<file path="src/rtl/pt_xlate_pkg.sv">
package pt_xlate_pkg;

  // Control-bit positions inside a page-table entry.
  localparam int VALID_BIT = 0;
  localparam int MOD_BIT   = 1;

  typedef enum logic [2:0] {
    ST_IDLE,
    ST_FETCH,
    ST_CHECK,
    ST_UPDATE,
    ST_DONE,
    ST_FAULT
  } walk_state_t;

endpackage

</file>
<file path="src/rtl/pt_base_reg.sv">
module pt_base_reg #(
  parameter int MA_W = 32
) (
  input  logic            clk,
  input  logic            rst_n,
  input  logic            base_we,
  input  logic [MA_W-1:0] base_wdata,
  output logic [MA_W-1:0] base_q
);

  always_ff @(posedge clk) begin
    if (!rst_n)       base_q <= '0;
    else if (base_we) base_q <= base_wdata;
  end

endmodule

</file>
<file path="src/rtl/pt_addr_path.sv">
module pt_addr_path
  import pt_xlate_pkg::*;
#(
  parameter int VA_W    = 32,
  parameter int OFF_W   = 12,
  parameter int FRAME_W = 20,
  parameter int PTE_W   = 32,
  parameter int MA_W    = 32
) (
  input  logic                     clk,
  input  logic                     rst_n,
  input  logic                     accept,
  input  logic [VA_W-1:0]          req_vaddr,
  input  logic                     req_write,
  input  logic [MA_W-1:0]          base_q,
  input  logic                     pte_load,
  input  logic [PTE_W-1:0]         mem_rdata,
  output logic [MA_W-1:0]          ent_addr,
  output logic [PTE_W-1:0]         wb_data,
  output logic                     pte_valid,
  output logic                     pte_mod,
  output logic                     wr_lat,
  output logic [FRAME_W+OFF_W-1:0] paddr
);

  localparam int VPN_W = VA_W - OFF_W;
  localparam int PA_W  = FRAME_W + OFF_W;

  logic [VA_W-1:0]  va_lat;
  logic [MA_W-1:0]  base_lat;
  logic [PTE_W-1:0] pte_q;

  // Entry location: base plus page number, wrapping in the table address space.
  function automatic logic [MA_W-1:0] entry_addr(input logic [MA_W-1:0] b,
                                                 input logic [VPN_W-1:0] vpn);
    return b + MA_W'(vpn);
  endfunction

  // Physical address: frame field of the entry, then the page offset.
  function automatic logic [PA_W-1:0] phys_addr(input logic [PTE_W-1:0] pte,
                                                input logic [VA_W-1:0] va);
    return {pte[PTE_W-1 -: FRAME_W], va[OFF_W-1:0]};
  endfunction

  function automatic logic [PTE_W-1:0] mark_modified(input logic [PTE_W-1:0] pte);
    logic [PTE_W-1:0] t;
    t = pte;
    t[MOD_BIT] = 1'b1;
    return t;
  endfunction

  // Request capture: the base is sampled at acceptance.
  always_ff @(posedge clk) begin
    if (!rst_n) begin
      va_lat   <= '0;
      base_lat <= '0;
      wr_lat   <= 1'b0;
    end else if (accept) begin
      va_lat   <= req_vaddr;
      base_lat <= base_q;
      wr_lat   <= req_write;
    end
  end

  always_ff @(posedge clk) begin
    if (!rst_n)        pte_q <= '0;
    else if (pte_load) pte_q <= mem_rdata;
  end

  assign ent_addr  = entry_addr(base_lat, va_lat[VA_W-1:OFF_W]);
  assign wb_data   = mark_modified(pte_q);
  assign pte_valid = pte_q[VALID_BIT];
  assign pte_mod   = pte_q[MOD_BIT];
  assign paddr     = phys_addr(pte_q, va_lat);

  // the latched base only moves when a new request is taken.
  p_base_hold_r7: assert property (@(posedge clk) disable iff (!rst_n)
    (!accept && base_q != base_lat) |=> base_lat == $past(base_lat));

endmodule

</file>
<file path="src/rtl/pt_walk_fsm.sv">
module pt_walk_fsm
  import pt_xlate_pkg::*;
(
  input  logic clk,
  input  logic rst_n,
  input  logic req_valid,
  input  logic mem_ack,
  input  logic pte_valid,
  input  logic pte_mod,
  input  logic wr_lat,
  output logic req_ready,
  output logic accept,
  output logic pte_load,
  output logic mem_req,
  output logic mem_we,
  output logic done,
  output logic fault
);

  walk_state_t st, st_nxt;

  always_ff @(posedge clk) begin
    if (!rst_n) st <= ST_IDLE;
    else        st <= st_nxt;
  end

  always_comb begin
    st_nxt = st;
    case (st)
      ST_IDLE:   if (req_valid) st_nxt = ST_FETCH;
      ST_FETCH:  if (mem_ack)   st_nxt = ST_CHECK;
      ST_CHECK: begin
        if (!pte_valid)            st_nxt = ST_FAULT;
        else if (wr_lat && !pte_mod) st_nxt = ST_UPDATE;
        else                       st_nxt = ST_DONE;
      end
      ST_UPDATE: if (mem_ack)   st_nxt = ST_DONE;
      ST_DONE:   st_nxt = ST_IDLE;
      ST_FAULT:  st_nxt = ST_IDLE;
      default:   st_nxt = ST_IDLE;
    endcase
  end

  assign req_ready = (st == ST_IDLE);
  assign accept    = req_ready && req_valid;
  assign mem_req   = (st == ST_FETCH) || (st == ST_UPDATE);
  assign mem_we    = (st == ST_UPDATE);
  assign pte_load  = (st == ST_FETCH) && mem_ack;
  assign done      = (st == ST_DONE);
  assign fault     = (st == ST_FAULT);

  p_excl_r9: assert property (@(posedge clk) disable iff (!rst_n) !(done && fault));
  p_done_pulse_r9: assert property (@(posedge clk) disable iff (!rst_n) done |=> !done);
  p_fault_pulse_r9: assert property (@(posedge clk) disable iff (!rst_n) fault |=> !fault);
  p_fetch_start_r2: assert property (@(posedge clk) disable iff (!rst_n)
    accept |=> (mem_req && !mem_we));
  p_req_hold_r2: assert property (@(posedge clk) disable iff (!rst_n)
    (mem_req && !mem_ack) |=> (mem_req && mem_we == $past(mem_we)));
  p_ready_idle_r8: assert property (@(posedge clk) disable iff (!rst_n)
    req_ready |-> !mem_req);
  p_update_cause_r5: assert property (@(posedge clk) disable iff (!rst_n)
    (mem_req && mem_we) |-> (wr_lat && pte_valid && !pte_mod));
  p_fault_cause_r4: assert property (@(posedge clk) disable iff (!rst_n)
    fault |-> !pte_valid);
  p_done_cause_r3: assert property (@(posedge clk) disable iff (!rst_n)
    done |-> pte_valid);

endmodule

</file>
<file path="src/rtl/pt_xlate_unit.sv">
module pt_xlate_unit
  import pt_xlate_pkg::*;
#(
  parameter int VA_W    = 32,
  parameter int OFF_W   = 12,
  parameter int FRAME_W = 20,
  parameter int PTE_W   = 32,
  parameter int MA_W    = 32
) (
  input  logic                     clk,
  input  logic                     rst_n,
  input  logic                     base_we,
  input  logic [MA_W-1:0]          base_wdata,
  input  logic                     req_valid,
  input  logic [VA_W-1:0]          req_vaddr,
  input  logic                     req_write,
  output logic                     req_ready,
  output logic                     mem_req,
  output logic                     mem_we,
  output logic [MA_W-1:0]          mem_addr,
  output logic [PTE_W-1:0]         mem_wdata,
  input  logic                     mem_ack,
  input  logic [PTE_W-1:0]         mem_rdata,
  output logic                     done,
  output logic                     fault,
  output logic [FRAME_W+OFF_W-1:0] paddr
);

  logic [MA_W-1:0] base_q;
  logic            accept;
  logic            pte_load;
  logic            pte_valid;
  logic            pte_mod;
  logic            wr_lat;

  pt_base_reg #(.MA_W(MA_W)) u_base (
    .clk        (clk),
    .rst_n      (rst_n),
    .base_we    (base_we),
    .base_wdata (base_wdata),
    .base_q     (base_q)
  );

  pt_addr_path #(
    .VA_W(VA_W), .OFF_W(OFF_W), .FRAME_W(FRAME_W), .PTE_W(PTE_W), .MA_W(MA_W)
  ) u_path (
    .clk       (clk),
    .rst_n     (rst_n),
    .accept    (accept),
    .req_vaddr (req_vaddr),
    .req_write (req_write),
    .base_q    (base_q),
    .pte_load  (pte_load),
    .mem_rdata (mem_rdata),
    .ent_addr  (mem_addr),
    .wb_data   (mem_wdata),
    .pte_valid (pte_valid),
    .pte_mod   (pte_mod),
    .wr_lat    (wr_lat),
    .paddr     (paddr)
  );

  pt_walk_fsm u_fsm (
    .clk       (clk),
    .rst_n     (rst_n),
    .req_valid (req_valid),
    .mem_ack   (mem_ack),
    .pte_valid (pte_valid),
    .pte_mod   (pte_mod),
    .wr_lat    (wr_lat),
    .req_ready (req_ready),
    .accept    (accept),
    .pte_load  (pte_load),
    .mem_req   (mem_req),
    .mem_we    (mem_we),
    .done      (done),
    .fault     (fault)
  );

  p_addr_hold_r2: assert property (@(posedge clk) disable iff (!rst_n)
    (mem_req && !mem_ack) |=> $stable(mem_addr));
  p_wdata_bits_r5: assert property (@(posedge clk) disable iff (!rst_n)
    (mem_req && mem_we) |-> (mem_wdata[MOD_BIT] && mem_wdata[VALID_BIT]));

endmodule

</file>
<file path="config.mk">
export PLATFORM = sky130hd
export DESIGN_NAME = pt_xlate_unit
export DESIGN_NICKNAME = d
export VERILOG_FILES = /design/src/rtl/pt_xlate_pkg.sv /design/src/rtl/pt_base_reg.sv /design/src/rtl/pt_addr_path.sv /design/src/rtl/pt_walk_fsm.sv /design/src/rtl/pt_xlate_unit.sv
export SDC_FILE = /design/constraint.sdc
export NUM_CORES = 1
export LEC_CHECK = 0
export ABC_AREA = 1
export BUFFER_PORTS_ARGS = -buffer_cell sky130_fd_sc_hd__buf_2
export CORE_MARGIN = 4
export CORE_UTILIZATION = 47
export DETAILED_ROUTE_END_ITERATION = 6
export PLACE_DENSITY = 0.83
export SLEW_MARGIN = 20
export SYNTH_ARGS = -nofsm -noshare
export SYNTH_HDL_FRONTEND = slang
export SYNTH_SLANG_ARGS = --single-unit
</file>
<file path="constraint.sdc">
create_clock -name clk -period 1.85 [get_ports clk]
set_clock_uncertainty 0.05 [all_clocks]
set_input_delay 0.37 -clock clk [delete_from_list [all_inputs] [get_ports clk]]
set_output_delay 0.37 -clock clk [all_outputs]
set_load 0.02 [all_outputs]
</file>
==> impl_metrics.yaml <==
synth:
  muxShareOfSynthArea_pct: 0
  synth_nets: 1144
  syn_avg_cell_area_um2: 6.72
  syn-instance-count: 1021
  yosys_most_used_dff: "dfxtp_1"
  synthXorXnorAreaFrac_pct: 1.79
  synth_edf_count: 0
  syn_area_mm2: 0.00686
  synthSimpleGateAreaFrac_pct: 27.3
  synth_top_family_by_area: "simple AND/OR/NAND/NOR gates"
  seq_area_frac_synth_pct: 38.5
  yosys.area_share.adder_pct: 3.94
  async_flop_share_pct: 0
  synth-compound-area-share_pct: 14.5
  synth.distinct_cells: 33
  ys_ff_latch: 132
  ys_warn_count: 0
power_and_ir_drop:
  p_total_uw: 12600
  pwr-share-comb_pct: 42.7
  p_leak_uw: 0.00500
  seqPwrFrac_pct: 31.1
  p_sw_uw: 5000
  p_clk_share_pct: 26.2
  ir_worst_vdd_v: 0.000815
  internal_power_uw: 7650
  switching_share_pct: 39.5
  p_per_area_mw_per_mm2: 1260
setup_path:
  end_kind: "primary output"
  worstSetupPathType: "register to primary output"
  critical_path_required_ps: 1430
  slowest_delay_ps: 440
  timing.rr.start: "u_fsm.st[0]"
  slowest_stage: "fa_2"
  ff2ff_setup_slack_ps: 210
  crit_family: "simple AND/OR/NAND/NOR gates"
  critical_path_buf_inv_count: 1
  crit_path_start: "u_path.base_lat[0]"
  arrival_ps: 2170
  worstPathCellList: "ha_4 > fa_2 > nand3_2 > nand3_4 > nand2_2 > nand3_4 > nand2_2 > nand3_2 > nand2_2 > nand2_2 > buf_6"
  cpMostUsedCell: "nand2_2"
  path_max_fanout: 3
  crit_path_start_kind: "register"
run_status:
  violations: "setup timing"
  outcome: "complete, but fails checks"
route:
  firstDrtPassIters: 6
  wirelength_mm: 24.8
  vias_per_cell: 5.54
  num_vias: 7914
  routedWlPerCell_um: 17.3
  drt_iter0_markers: 849
  ant_nets: 0
  drc: 0
sta:
  setup_tns_ps: -18820
  setup_viol: 31
  fmax_ghz: 0.386
  slew_violations: 0
  hold_violations: 0
  setup_slack_ps: -739
  period_minus_slack_ps: 2590
  rsz0062_at_grt: "true"
  fin_crit_sh_pct: 140
placement:
  pre_cts_ws_ps: -317
  port_buffers: 201
  dp_hpwl_mm: 14.9
  placed_area_mm2: 0.00837
  dp_cells: 1379
  gp_congestion: 0.921
clock_tree:
  numCtsBuffers: 17
  cts.clk_slew.worst_paths_ps: 60
  cts_num_sinks: 132
  cts-root-buf: "clkbuf_16"
  htree_levels: 4
  clock_latency_ps: 420
  cts_buffer_depth: 2
  cts_tree: "done"
cells_and_area:
  drive_gt1_share_pct: 42.1
  multi_input_area_mm2: 0.00424
  layout_common_cells: "173 x buf_2, 156 x nand2_1, 119 x inv_1, 99 x a21oi_1, 94 x dfxtp_1"
  regArea_mm2: 0.00270
  finalNonFillerCells: 1428
  fillers: 985
  nets: 1358
  area_growth_syn_to_layout_pct: 46.9
  fin_area_mm2: 0.0101
  diodes: 0
  layout_commonest_cell: "buf_2"
die:
  core_mm2: 0.0141
  dieArea_mm2: 0.0166
  row_count: 43
  start_util_pct: 48.7
  pin_count: 203
  dieWidth_um: 129
  chipHeight_um: 129
global_route:
  antenna_found_initial: 1
  gr-usage-all-layers_pct: 26.1
  grt-ovfl-total: 0
  grt_pass1_wl_mm: 34.8
  grt_pass1_vias: 7294
  grt_max_degree: 55
run:
  drv_cap: 0
hold_path:
  worst_hold_path_type: "input pin to register"
  min_from: "base_wdata[5]"
==> layout make-up <==
class	count	area share (%)
Clock inverter	14	1.50
Multi-Input combinational cell	681	42.1
Tap cell	180	2.24
Sequential cell	132	26.8
Inverter	130	5.02
Timing Repair Buffer	273	18.1
Clock buffer	18	4.26
==> routing by layer <==
| metal | global-route usage [%] | wire [um] |
|---|---|---|
| met1 | 30.0 | 8920 |
| met2 | 46.1 | 12100 |
| met3 | 6.19 | 2470 |
| met4 | 11.6 | 1290 |
| met5 | 0 | 7 |
==> tightest hold or removal path, cell delays in order <==
cell and delay [ps]:
buf_2 70, nor2_1 30, nor2_1 80
==> through the flow <==
| step | utilization [%] | hold slack, ps |
|---|---|---|
| 2_1_floorplan | - | 374 |
| 3_3_place_gp | 59.4 | 378 |
| 3_5_place_dp | 59.4 | 385 |
| 4_1_cts | 68.2 | 122 |
| 5_1_grt | 71.5 | 126 |
| 6_report | 71.5 | 130 |
==> power groups by stage <==
stage                     clock (uW)  sequential, uW  combinational [uW]
after detailed placement           0            3880                4330
after global routing            3470            3990                5760
after floorplan                    0            3990                2910
after global placement             0            3860                4260
final                           3310            3930                5400
after CTS                       3320            3880                5040
==> synth_stat cells (2+ instances only) <==
| cell | count | area, um2 |
|---|---|---|
| inv_2 | 2 | 7.51 |
| dfxtp_1 | 132 | 2640 |
| nor2_4 | 2 | 22.5 |
| o21bai_1 | 3 | 22.5 |
| inv_1 | 127 | 477 |
| xor2_1 | 13 | 114 |
| nand2_2 | 2 | 12.5 |
| and2_1 | 2 | 12.5 |
| nand2_4 | 2 | 22.5 |
| nand2_1 | 242 | 908 |
| a21oi_1 | 109 | 546 |
| o21ai_1 | 5 | 25.0 |
| o21ai_0 | 78 | 390 |
| buf_6 | 3 | 33.8 |
| nor2_1 | 94 | 353 |
| clkbuf_1 | 28 | 105 |
| ha_1 | 20 | 250 |
| nand4_1 | 6 | 37.5 |
| buf_4 | 34 | 255 |
| nand3_1 | 82 | 410 |
| nor3_1 | 12 | 60.1 |
| buf_2 | 12 | 60.1 |
==> sequential cells by signal (all words and copies together) (netlist names) <==
| register | cells |
|---|---|
| u_fsm.st | 3 |
| u_path.base_lat | 32 |
| u_base.base_q | 32 |
| u_path.pte_q | 32 |
| u_path.wr_lat | 1 |
| u_path.va_lat | 32 |
==> timing repair <==
| action | 4_1_cts | 5_1_grt |
|---|---|---|
| hold buffers | 0 | 0 |
| gates cloned | 1 | 0 |
| buffers inserted | 12 | 6 |
| endpoints found under the hold margin | 0 | 0 |
| pin swaps | 42 | 52 |
| resized for setup | 151 | 126 |
| setup endpoints to repair | 32 | 37 |
==> final timing paths <==
path / end / depth (start not counted)
setup / recovery: mem_addr[24] / 11
hold / removal: u_base.base_q[5] / 3
setup reg to reg: u_path.va_lat[23] / 8
hold reg to reg: u_path.pte_q[3] / 2
==> logic make-up (layout without fill, tap and decap cells) <==
kind of cell	count (synthesis)	count (layout)
AO/OA/AOI/OAI	197	197
AND/OR/NAND/NOR	448	448
XOR/XNOR	14	14
flip-flops	132	132
adder cells (fa/ha/maj)	21	21
other	1	1
buffers and inverters	208	435
(Power assumes the default switching activity.)
